$ cat src/rtl/wbt_pkg.sv
package wbt_pkg;

  typedef enum logic [1:0] {
    OP_NOP   = 2'd0,
    OP_WRITE = 2'd1,
    OP_READ  = 2'd2,
    OP_PRE   = 2'd3
  } op_e;

  function automatic int ceil_div(input int num, input int den);
    return (num + den - 1) / den;
  endfunction

endpackage

$ cat src/rtl/wbt_wr_beats.sv
module wbt_wr_beats #(
  parameter int BEAT_W = 3,
  localparam int LEN_W = BEAT_W + 1
) (
  input  logic              clk,
  input  logic              rst_n,
  input  logic              start,
  input  logic              kill,
  input  logic [LEN_W-1:0]  len,
  output logic              oe,
  output logic              oe_next,
  output logic              more,
  output logic [BEAT_W-1:0] beat
);

  logic [LEN_W-1:0]  left_q, left_d;
  logic [BEAT_W-1:0] beat_q, beat_d;
  logic              en;

  always_comb begin
    left_d = left_q;
    beat_d = beat_q;
    if (start) begin
      left_d = len;
      beat_d = '0;
    end else if (kill) begin
      left_d = '0;
    end else if (left_q != '0) begin
      left_d = left_q - 1'b1;
      beat_d = beat_q + 1'b1;
    end
  end

  assign en = start | kill | (left_q != '0);

  always_ff @(posedge clk or negedge rst_n) begin
    if (!rst_n) begin
      left_q <= '0;
      beat_q <= '0;
    end else if (en) begin
      left_q <= left_d;
      beat_q <= beat_d;
    end
  end

  assign oe      = (left_q != '0);
  assign oe_next = (left_d != '0);
  assign more    = (left_q > LEN_W'(1));
  assign beat    = beat_q;

endmodule

$ cat src/rtl/wbt_rd_return.sv
module wbt_rd_return #(
  parameter int BEAT_W = 3,
  localparam int LEN_W = BEAT_W + 1,
  localparam int CNT_W = $clog2(3 + (1 << BEAT_W) + 1)
) (
  input  logic              clk,
  input  logic              rst_n,
  input  logic              start,
  input  logic [1:0]        cas,
  input  logic [LEN_W-1:0]  len,
  output logic              valid,
  output logic              busy,
  output logic [BEAT_W-1:0] beat
);

  logic [CNT_W-1:0] cnt_q, cnt_d;
  logic             en;

  always_comb begin
    cnt_d = cnt_q;
    if (start)
      cnt_d = CNT_W'(cas) + CNT_W'(len);
    else if (cnt_q != '0)
      cnt_d = cnt_q - 1'b1;
  end

  assign en = start | (cnt_q != '0);

  always_ff @(posedge clk or negedge rst_n) begin
    if (!rst_n)
      cnt_q <= '0;
    else if (en)
      cnt_q <= cnt_d;
  end

  assign valid = (cnt_q != '0) && (cnt_q <= CNT_W'(len));
  assign busy  = (cnt_q > CNT_W'(1));
  assign beat  = BEAT_W'(CNT_W'(len) - cnt_q);

endmodule

$ cat src/rtl/wbt_pre_ctrl.sv
module wbt_pre_ctrl #(
  parameter int REC = 2,
  localparam int GAP_W = $clog2(REC + 1)
) (
  input  logic clk,
  input  logic rst_n,
  input  logic accept,
  input  logic oe_next,
  input  logic mask_start,
  output logic pend,
  output logic fire,
  output logic dqm
);

  logic [GAP_W-1:0] gap_q, gap_d;
  logic             pend_q, pend_d;
  logic             fire_q, fire_d;
  logic             dqm_q, dqm_d;
  logic             armed;

  always_comb begin
    if (oe_next)
      gap_d = '0;
    else if (gap_q >= GAP_W'(REC))
      gap_d = GAP_W'(REC);
    else
      gap_d = gap_q + 1'b1;
    armed  = pend_q | accept;
    fire_d = armed & (gap_d >= GAP_W'(REC));
    pend_d = armed & ~fire_d;
    dqm_d  = mask_start | (dqm_q & ~fire_q);
  end

  always_ff @(posedge clk or negedge rst_n) begin
    if (!rst_n) begin
      gap_q  <= GAP_W'(REC);
      pend_q <= 1'b0;
      fire_q <= 1'b0;
      dqm_q  <= 1'b0;
    end else begin
      gap_q  <= gap_d;
      pend_q <= pend_d;
      fire_q <= fire_d;
      dqm_q  <= dqm_d;
    end
  end

  assign pend = pend_q;
  assign fire = fire_q;
  assign dqm  = dqm_q;

endmodule

$ cat src/rtl/wbt_seq.sv
module wbt_seq
  import wbt_pkg::*;
#(
  parameter int TWR_PS = 15000,
  parameter int TCK_PS = 8000,
  parameter int BEAT_W = 3
) (
  input  logic              clk,
  input  logic              rst_n,
  input  logic [1:0]        cfg_bl_code,
  input  logic [1:0]        cfg_cas,
  input  logic              cfg_wr_single,
  input  logic              req_valid,
  input  logic [1:0]        req_op,
  output logic              req_ready,
  output logic [1:0]        cmd_o,
  output logic              dq_oe,
  output logic [BEAT_W-1:0] wr_beat,
  output logic              dqm,
  output logic              rd_valid,
  output logic [BEAT_W-1:0] rd_beat
);

  localparam int LEN_W   = BEAT_W + 1;
  localparam int REC_RAW = ceil_div(TWR_PS, TCK_PS);
  localparam int REC_CYC = (REC_RAW < 1) ? 1 : REC_RAW;

  logic [1:0]       rst_pipe;
  logic             srst_n;
  logic [LEN_W-1:0] bl_len, wr_len;
  op_e              op, cmd_q, cmd_d;
  logic             accept, wr_start, rd_start, pre_acc;
  logic             wr_oe_next, wr_more, rd_busy;
  logic             pre_pend, pre_fire, mask_start;

  always_ff @(posedge clk or negedge rst_n) begin
    if (!rst_n)
      rst_pipe <= '0;
    else
      rst_pipe <= {rst_pipe[0], 1'b1};
  end
  assign srst_n = rst_pipe[1];

  assign bl_len = LEN_W'(1) << cfg_bl_code;
  assign wr_len = cfg_wr_single ? LEN_W'(1) : bl_len;

  assign op        = op_e'(req_op);
  assign req_ready = srst_n & ~pre_pend & ~rd_busy;
  assign accept    = req_valid & req_ready;
  assign wr_start  = accept & (op == OP_WRITE);
  assign rd_start  = accept & (op == OP_READ);
  assign pre_acc   = accept & (op == OP_PRE);
  assign mask_start = pre_acc & wr_more & (wr_len > LEN_W'(2));

  always_comb begin
    cmd_d = OP_NOP;
    if (wr_start)
      cmd_d = OP_WRITE;
    else if (rd_start)
      cmd_d = OP_READ;
  end

  always_ff @(posedge clk or negedge srst_n) begin
    if (!srst_n)
      cmd_q <= OP_NOP;
    else
      cmd_q <= cmd_d;
  end

  assign cmd_o = pre_fire ? OP_PRE : cmd_q;

  wbt_wr_beats #(.BEAT_W(BEAT_W)) u_wr (
    .clk     (clk),
    .rst_n   (srst_n),
    .start   (wr_start),
    .kill    (rd_start | pre_acc),
    .len     (wr_len),
    .oe      (dq_oe),
    .oe_next (wr_oe_next),
    .more    (wr_more),
    .beat    (wr_beat)
  );

  wbt_rd_return #(.BEAT_W(BEAT_W)) u_rd (
    .clk   (clk),
    .rst_n (srst_n),
    .start (rd_start),
    .cas   (cfg_cas),
    .len   (bl_len),
    .valid (rd_valid),
    .busy  (rd_busy),
    .beat  (rd_beat)
  );

  wbt_pre_ctrl #(.REC(REC_CYC)) u_pre (
    .clk        (clk),
    .rst_n      (srst_n),
    .accept     (pre_acc),
    .oe_next    (wr_oe_next),
    .mask_start (mask_start),
    .pend       (pre_pend),
    .fire       (pre_fire),
    .dqm        (dqm)
  );

endmodule

$ cat config.mk
export PLATFORM = sky130hd
export DESIGN_NAME = wbt_seq
export DESIGN_NICKNAME = d
export VERILOG_FILES = /design/src/rtl/wbt_pkg.sv /design/src/rtl/wbt_wr_beats.sv /design/src/rtl/wbt_rd_return.sv /design/src/rtl/wbt_pre_ctrl.sv /design/src/rtl/wbt_seq.sv
export SDC_FILE = /design/constraint.sdc
export NUM_CORES = 1
export LEC_CHECK = 0
export BUFFER_PORTS_ARGS = -buffer_cell sky130_fd_sc_hd__buf_2
export CAP_MARGIN = 25
export CELL_PAD_IN_SITES_DETAIL_PLACEMENT = 2
export CELL_PAD_IN_SITES_GLOBAL_PLACEMENT = 2
export CORE_ASPECT_RATIO = 1.1
export CORE_UTILIZATION = 34
export DETAILED_ROUTE_END_ITERATION = 8
export GPL_TIMING_DRIVEN = 0
export PLACE_DENSITY_LB_ADDON = 0.1
export SYNTH_ARGS = -nofsm -noshare
export SYNTH_HDL_FRONTEND = slang
export SYNTH_SLANG_ARGS = --single-unit
export TNS_END_PERCENT = 30
$ cat constraint.sdc
create_clock -name clk -period 1.9 [get_ports clk]
set_input_delay 0.38 -clock clk [delete_from_list [all_inputs] [get_ports clk]]
set_output_delay 0.38 -clock clk [all_outputs]
set_load 0.01 [all_outputs]
# After elaboration in Yosys (flattened, before gate mapping)
# Cells that the tools add are included.
# word_totals
reg_bits	20
latchBits	0
mem_bits_rw	0
mem_bits_ro	0
output_inout_bits	12
elab_cells	69
mem_count	0
# classes
add_sub_neg	6
multipliers	0
n_div	0
n_lt_le_gt_ge	6
eq_ne	4
shift	1
n_mux	14
n_bitwise	21
n_reduce_logical	8
# op_table
op	count
4-bit 2-to-1 mux	6
4-bit nonzero test	3
1-bit AND	11
2-bit 2-to-1 mux	5
3-bit 2-to-1 mux	3
4-bit by 1-bit > comparator with 1-bit output, second input constant	2
4-bit by 1-bit subtractor with 4-bit output, second input constant	2
1-bit bitwise OR	6
2-bit by 4-bit adder with 4-bit output	1
2-bit == test, second input constant	2
2-bit greater-or-equal comparator, second input constant	2
4-bit by 2-bit > comparator with 1-bit output, second input constant	1
4-bit <= comparator	1
1-bit inverter	4
2-bit nonzero test	2
1-bit by 2-bit << shifter with 4-bit output, first input constant	1
3-bit by 1-bit adder with 3-bit output, second input constant	1
3-bit AND reduction	1
3-bit subtractor	1
2-bit by 1-bit adder with 2-bit output, second input constant	1
2-bit by 1-bit == test with 1-bit output, second input constant	1
2-bit by 1-bit != test with 1-bit output, second input constant	1
2-bit AND reduction	1
1-bit logical AND	1

# Logic depth before layout (Yosys ltp)
# depth
word_depth	14
depth_mapped	8

# By module
# Synthesis repeated with hierarchy kept, for this count alone.
# unflattened
cells_unflattened	134
hier_area_um2	1315.0
# modules_own_cells
mod	instances	cells_each	area_per_inst_um2	seq_area_each_um2
wbt_rd_return	1	55	469.2	100.1
wbt_wr_beats	1	42	404.1	175.2
wbt_seq	1	25	261.5	100.1
wbt_pre_ctrl	1	12	180.2	126.4

# Worst setup path after synthesis
# Ideal clock, no wire load.
# synth_timing
path_type	register -> register
startpoint	register u_wr.left_q[0]
endpoint	register u_pre.pend_q, in the netlist u_pre.pend
setup_time_ns	0.119
arrival_ns	1.956
t_required_ns	1.781
path_slack_ns	-0.175
stages_incl_launch_ff	9
synth_period_minus_slack_ns	2.075
cell_sequence	dfrtp_1 inv_1 ha_1 or3b_1 buf_2 xnor2_1 a2bb2oi_1 nand4b_4 o21ba_1
# synth_between
elab_chain_cells	10
# synth_lines
item	line	rtl
from (decl)	wbt_wr_beats.sv:16	logic [LEN_W-1:0] left_q, left_d;
from (signal assigned)	wbt_wr_beats.sv:41	left_q <= left_d;
4-bit nonzero test	--	
named net dq_oe	wbt_seq.sv:17	output logic dq_oe,
4-bit 2-to-1 mux	wbt_wr_beats.sv:28	end else if (left_q != '0) begin
4-bit 2-to-1 mux	wbt_wr_beats.sv:26	end else if (kill) begin
4-bit 2-to-1 mux	wbt_wr_beats.sv:23	if (start) begin
4-bit nonzero test	wbt_wr_beats.sv:47	assign oe_next = (left_d != '0);
2-bit 2-to-1 mux	wbt_pre_ctrl.sv:22	if (oe_next)
2-bit greater-or-equal comparator	wbt_pre_ctrl.sv:29	fire_d = armed & (gap_d >= GAP_W'(REC));
1-bit AND	wbt_pre_ctrl.sv:29	
1-bit inverter	wbt_pre_ctrl.sv:30	pend_d = armed & ~fire_d;
1-bit AND	wbt_pre_ctrl.sv:30	
named net u_pre.pend_d	wbt_pre_ctrl.sv:16	logic pend_q, pend_d;
to (signal assigned)	wbt_pre_ctrl.sv:42	pend_q <= pend_d;
to (decl)	wbt_pre_ctrl.sv:16	
# The timed path passes the listed nets, and every way through them passes these cells.
# A chain may end at the register's enable or synchronous reset.

# Final worst setup path
# layout_timing
startpoint	input port cfg_bl_code[1]
endpoint	output port rd_valid
# layout_between
elab_chain_cells	3
# layout_lines
item	line	rtl
from (decl)	wbt_seq.sv:10	input logic [1:0] cfg_bl_code,
1-bit by 2-bit << shifter with 4-bit output	wbt_seq.sv:44	assign bl_len = LEN_W'(1) << cfg_bl_code;
4-bit <= comparator	wbt_rd_return.sv:36	assign valid = (cnt_q != '0) && (cnt_q <= CNT_W'(len));
1-bit logical AND	wbt_rd_return.sv:36	
to (decl)	wbt_seq.sv:20	output logic rd_valid,
# Every way passes these cells.

==> flow_summary.yaml <==
status:
  status: "finished, violations left"
  violations: "negative setup slack"
final_layout:
  instances_no_fill: 241
  final_common_cell: "buf_4"
  drive_gt1_share_pct: 42.9
  layout_common_cells: "24 x buf_4, 17 x buf_2, 15 x dfrtp_1"
  area_growth_pct: 36.9
  post-route-util_pct: 50.2
  antenna_cells: 0
  stdcell_area_mm2: 0.00189
  nets: 217
floorplanning:
  boundaryPins: 22
  fp.dieH_um: 68.9
  dieArea_mm2: 0.00433
  die-width_um: 62.8
  num_rows: 23
  initial_core_util_pct: 36.7
  core_area_mm2: 0.00377
synth:
  async_flop_share_pct: 100
  yosysTopAreaCell: "dfrtp_1"
  yosysTopAreaCellShare_pct: 34.4
  syn_inst: 145
  synth_top_cells_by_area: "dfrtp_1 34%, ha_1 12%, nor2_1 3.8%"
  ys_seq_elements: 20
  ys_seq_area_share_pct: 36.3
  avgSynthCellArea_um2: 9.54
  syn_area_mm2: 0.00138
  yosys_warnings: 0
  synth_cell_types: 46
  synth_edf_count: 0
  syn_nets: 170
  synth_top_flop_cell: "dfrtp_1"
clocking:
  clockBufferDepth: 2
  clock-root-buffer: "clkbuf_8"
  cts_htree_levels: 1
  cts_buffers: 3
  cts_tree: "yes"
  path_clk_slew_ns: 0.07
  clk_latency_ns: 0.26
  cts_sinks: 20
run:
  cap_violations: 0
timing:
  rsz0062_at_grt: "yes"
  max_freq_mhz: 505
  slew_viol_final: 0
  period_minus_slack_ns: 1.98
  relSlewSlack_pct: 64.8
  setup_viol: 4
  setup_ws_ns: -0.0794
  fin_crit_sh_pct: 104
  whs_ns: 0.268
  hold_viol: 0
  worst_pin_slew_ns: 0.528
  fin_skew_ns: 0.00775
power_and_ir_drop:
  vdd.ir_drop.worst_v: 0.000502
  total_power_w: 0.00280
  leakage_nw: 0.894
  power.density_mw_per_mm2: 1480
place:
  port_buffers: 19
  place_area_mm2: 0.00157
  numPlacedInstances: 214
  hpwl_mm: 2.79
  place_congestion: 0.732
setup_path:
  arrival_ns: 1.60
  crit_family: "simple AND/OR/NAND/NOR gates"
  critPathMaxStageDelay_ns: 0.23
  critPathSlowestCell: "ha_4"
  crit_cells: 9
  worstPathRequired_ns: 1.52
  cp_num_buf_inv: 2
  endpoint_kind: "primary output"
  reg2reg_depth: 7
  crit_path_frequent_cell: "nor2b_4"
  worst-path-max-fanout: 8
  worst_setup_path_start_kind: "input pin"
  r2r_slack_ns: -0.07
  crit_chain: "buf_4 -> nor2b_4 -> ha_4 -> nor2b_4 -> o21ai_2 -> nand2b_1 -> a21oi_2 -> o21a_1 -> buf_2"
  worstSetupPathType: "in2out"
route:
  vias: 1227
  dr.pass1.iters: 3
  viasPerCell: 5.09
  wl_per_cell_um: 16.9
  drt_iter0_markers: 27
  remaining_drc_errors: 0
  routed_wirelength_mm: 4.07
  final_antenna_net_count: 0
global_routing:
  grt_max_degree: 12
  grt_pass1_vias: 1303
  grt-ovfl-total: 0
  antenna_found_initial: 0
  grt_pass1_wl_mm: 6.31
  grt_usage_pct: 19.3
min_path:
  hold_class: "reg2async"
## metrics by stage
stage	setup WS, ns	setup TNS, ns
detailed placement	-0.382	-2.28
floorplan	-0.0139	-0.0139
global placement	-0.339	-1.73
global route	-0.147	-0.617
finish	-0.0794	-0.195
CTS	-0.148	-0.624
## cells in the mapped netlist (2+ instances only)
| cell type | number |
|---|---|
| xnor2_1 | 3 |
| xor2_1 | 2 |
| o21ai_0 | 3 |
| nor3_1 | 5 |
| mux2i_1 | 4 |
| dfrtp_1 | 19 |
| clkbuf_1 | 2 |
| nor2b_1 | 4 |
| o22ai_1 | 2 |
| a31oi_1 | 2 |
| inv_1 | 13 |
| nor2_1 | 14 |
| nand2_1 | 12 |
| ha_1 | 13 |
| nand3_1 | 2 |
| or2_2 | 2 |
| o21ba_2 | 2 |
| o21ai_1 | 3 |
| and4_1 | 2 |
| a21oi_1 | 7 |
| nand2b_1 | 3 |
| fa_1 | 2 |
## cell type report
type | instances | area, um2
inverters | 13 | 48.8
flip-flops and latches | 20 | 509
clock buffers | 4 | 45.0
fillers | 389 | 1880
plain buffers | 2 | 7.51
multi-input cells | 109 | 935
repair buffers | 43 | 287
well taps | 50 | 62.6
## logic make-up after synthesis
logic type / after synthesis / share of synthesized area, %
AOI/OAI and AO/OA: 29 / 14.2
xor gates and xnor gates: 5 / 3.17
adders and majority gates: 15 / 14.6
buffers and inverters: 16 / 4.43
DFF: 20 / 36.3
muxes: 5 / 3.71
other: 1 / 0.271
and+or+nand+nor: 54 / 23.3
## per-layer routing
metal | track usage, % | share of wire, % | vias up
li1 | - | - | 596
met1 | 25.3 | 47 | 611
met2 | 33.8 | 50 | 16
met3 | 2.80 | 2.4 | 4
met4 | 4.36 | 0.64 | 0
met5 | 0 | 0 | -
## repair_timing
| item | CTS | global route |
|---|---|---|
| setup buffers | 13 | 10 |
| setup endpoints to repair | 15 | 16 |
| resized for setup | 15 | 15 |
| endpoints found under the hold margin | 2 | 0 |
| pin swaps | 8 | 7 |
| hold buffers | 1 | 0 |
## state kept, by name (all words and copies together) (netlist names)
name,count
u_pre.fire,1
u_pre.dqm,1
u_wr.beat,3
u_pre.gap_q,2
u_wr.left_q,4
u_rd.cnt_q,4
cmd_q,2
rst_pipe,2
u_pre.pend,1
## worst paths after layout
check,to,from
max,rd_valid,cfg_bl_code[1]
min,u_rd.cnt_q[3]$_DFFE_PN0P_,rst_pipe[1]$_DFF_PN0_
max reg2reg,u_pre.pend$_DFF_PN0_,u_wr.left_q[1]$_DFFE_PN0P_
min reg2reg,u_rd.cnt_q[3]$_DFFE_PN0P_,rst_pipe[1]$_DFF_PN0_
max in group asynchronous,rst_pipe[1]$_DFF_PN0_,rst_n
min in group clk,rst_pipe[1]$_DFF_PN0_,rst_pipe[0]$_DFF_PN0_
## where the power goes
group,switching [W],leakage (nW),internal (W),total (W)
sequential,0.000162,0.236,0.000596,0.000758
combinational,0.000876,0.635,0.000877,0.00175
clock,0.000143,0.0228,0.000149,0.000293
Power figures use the tool's default switching activity.
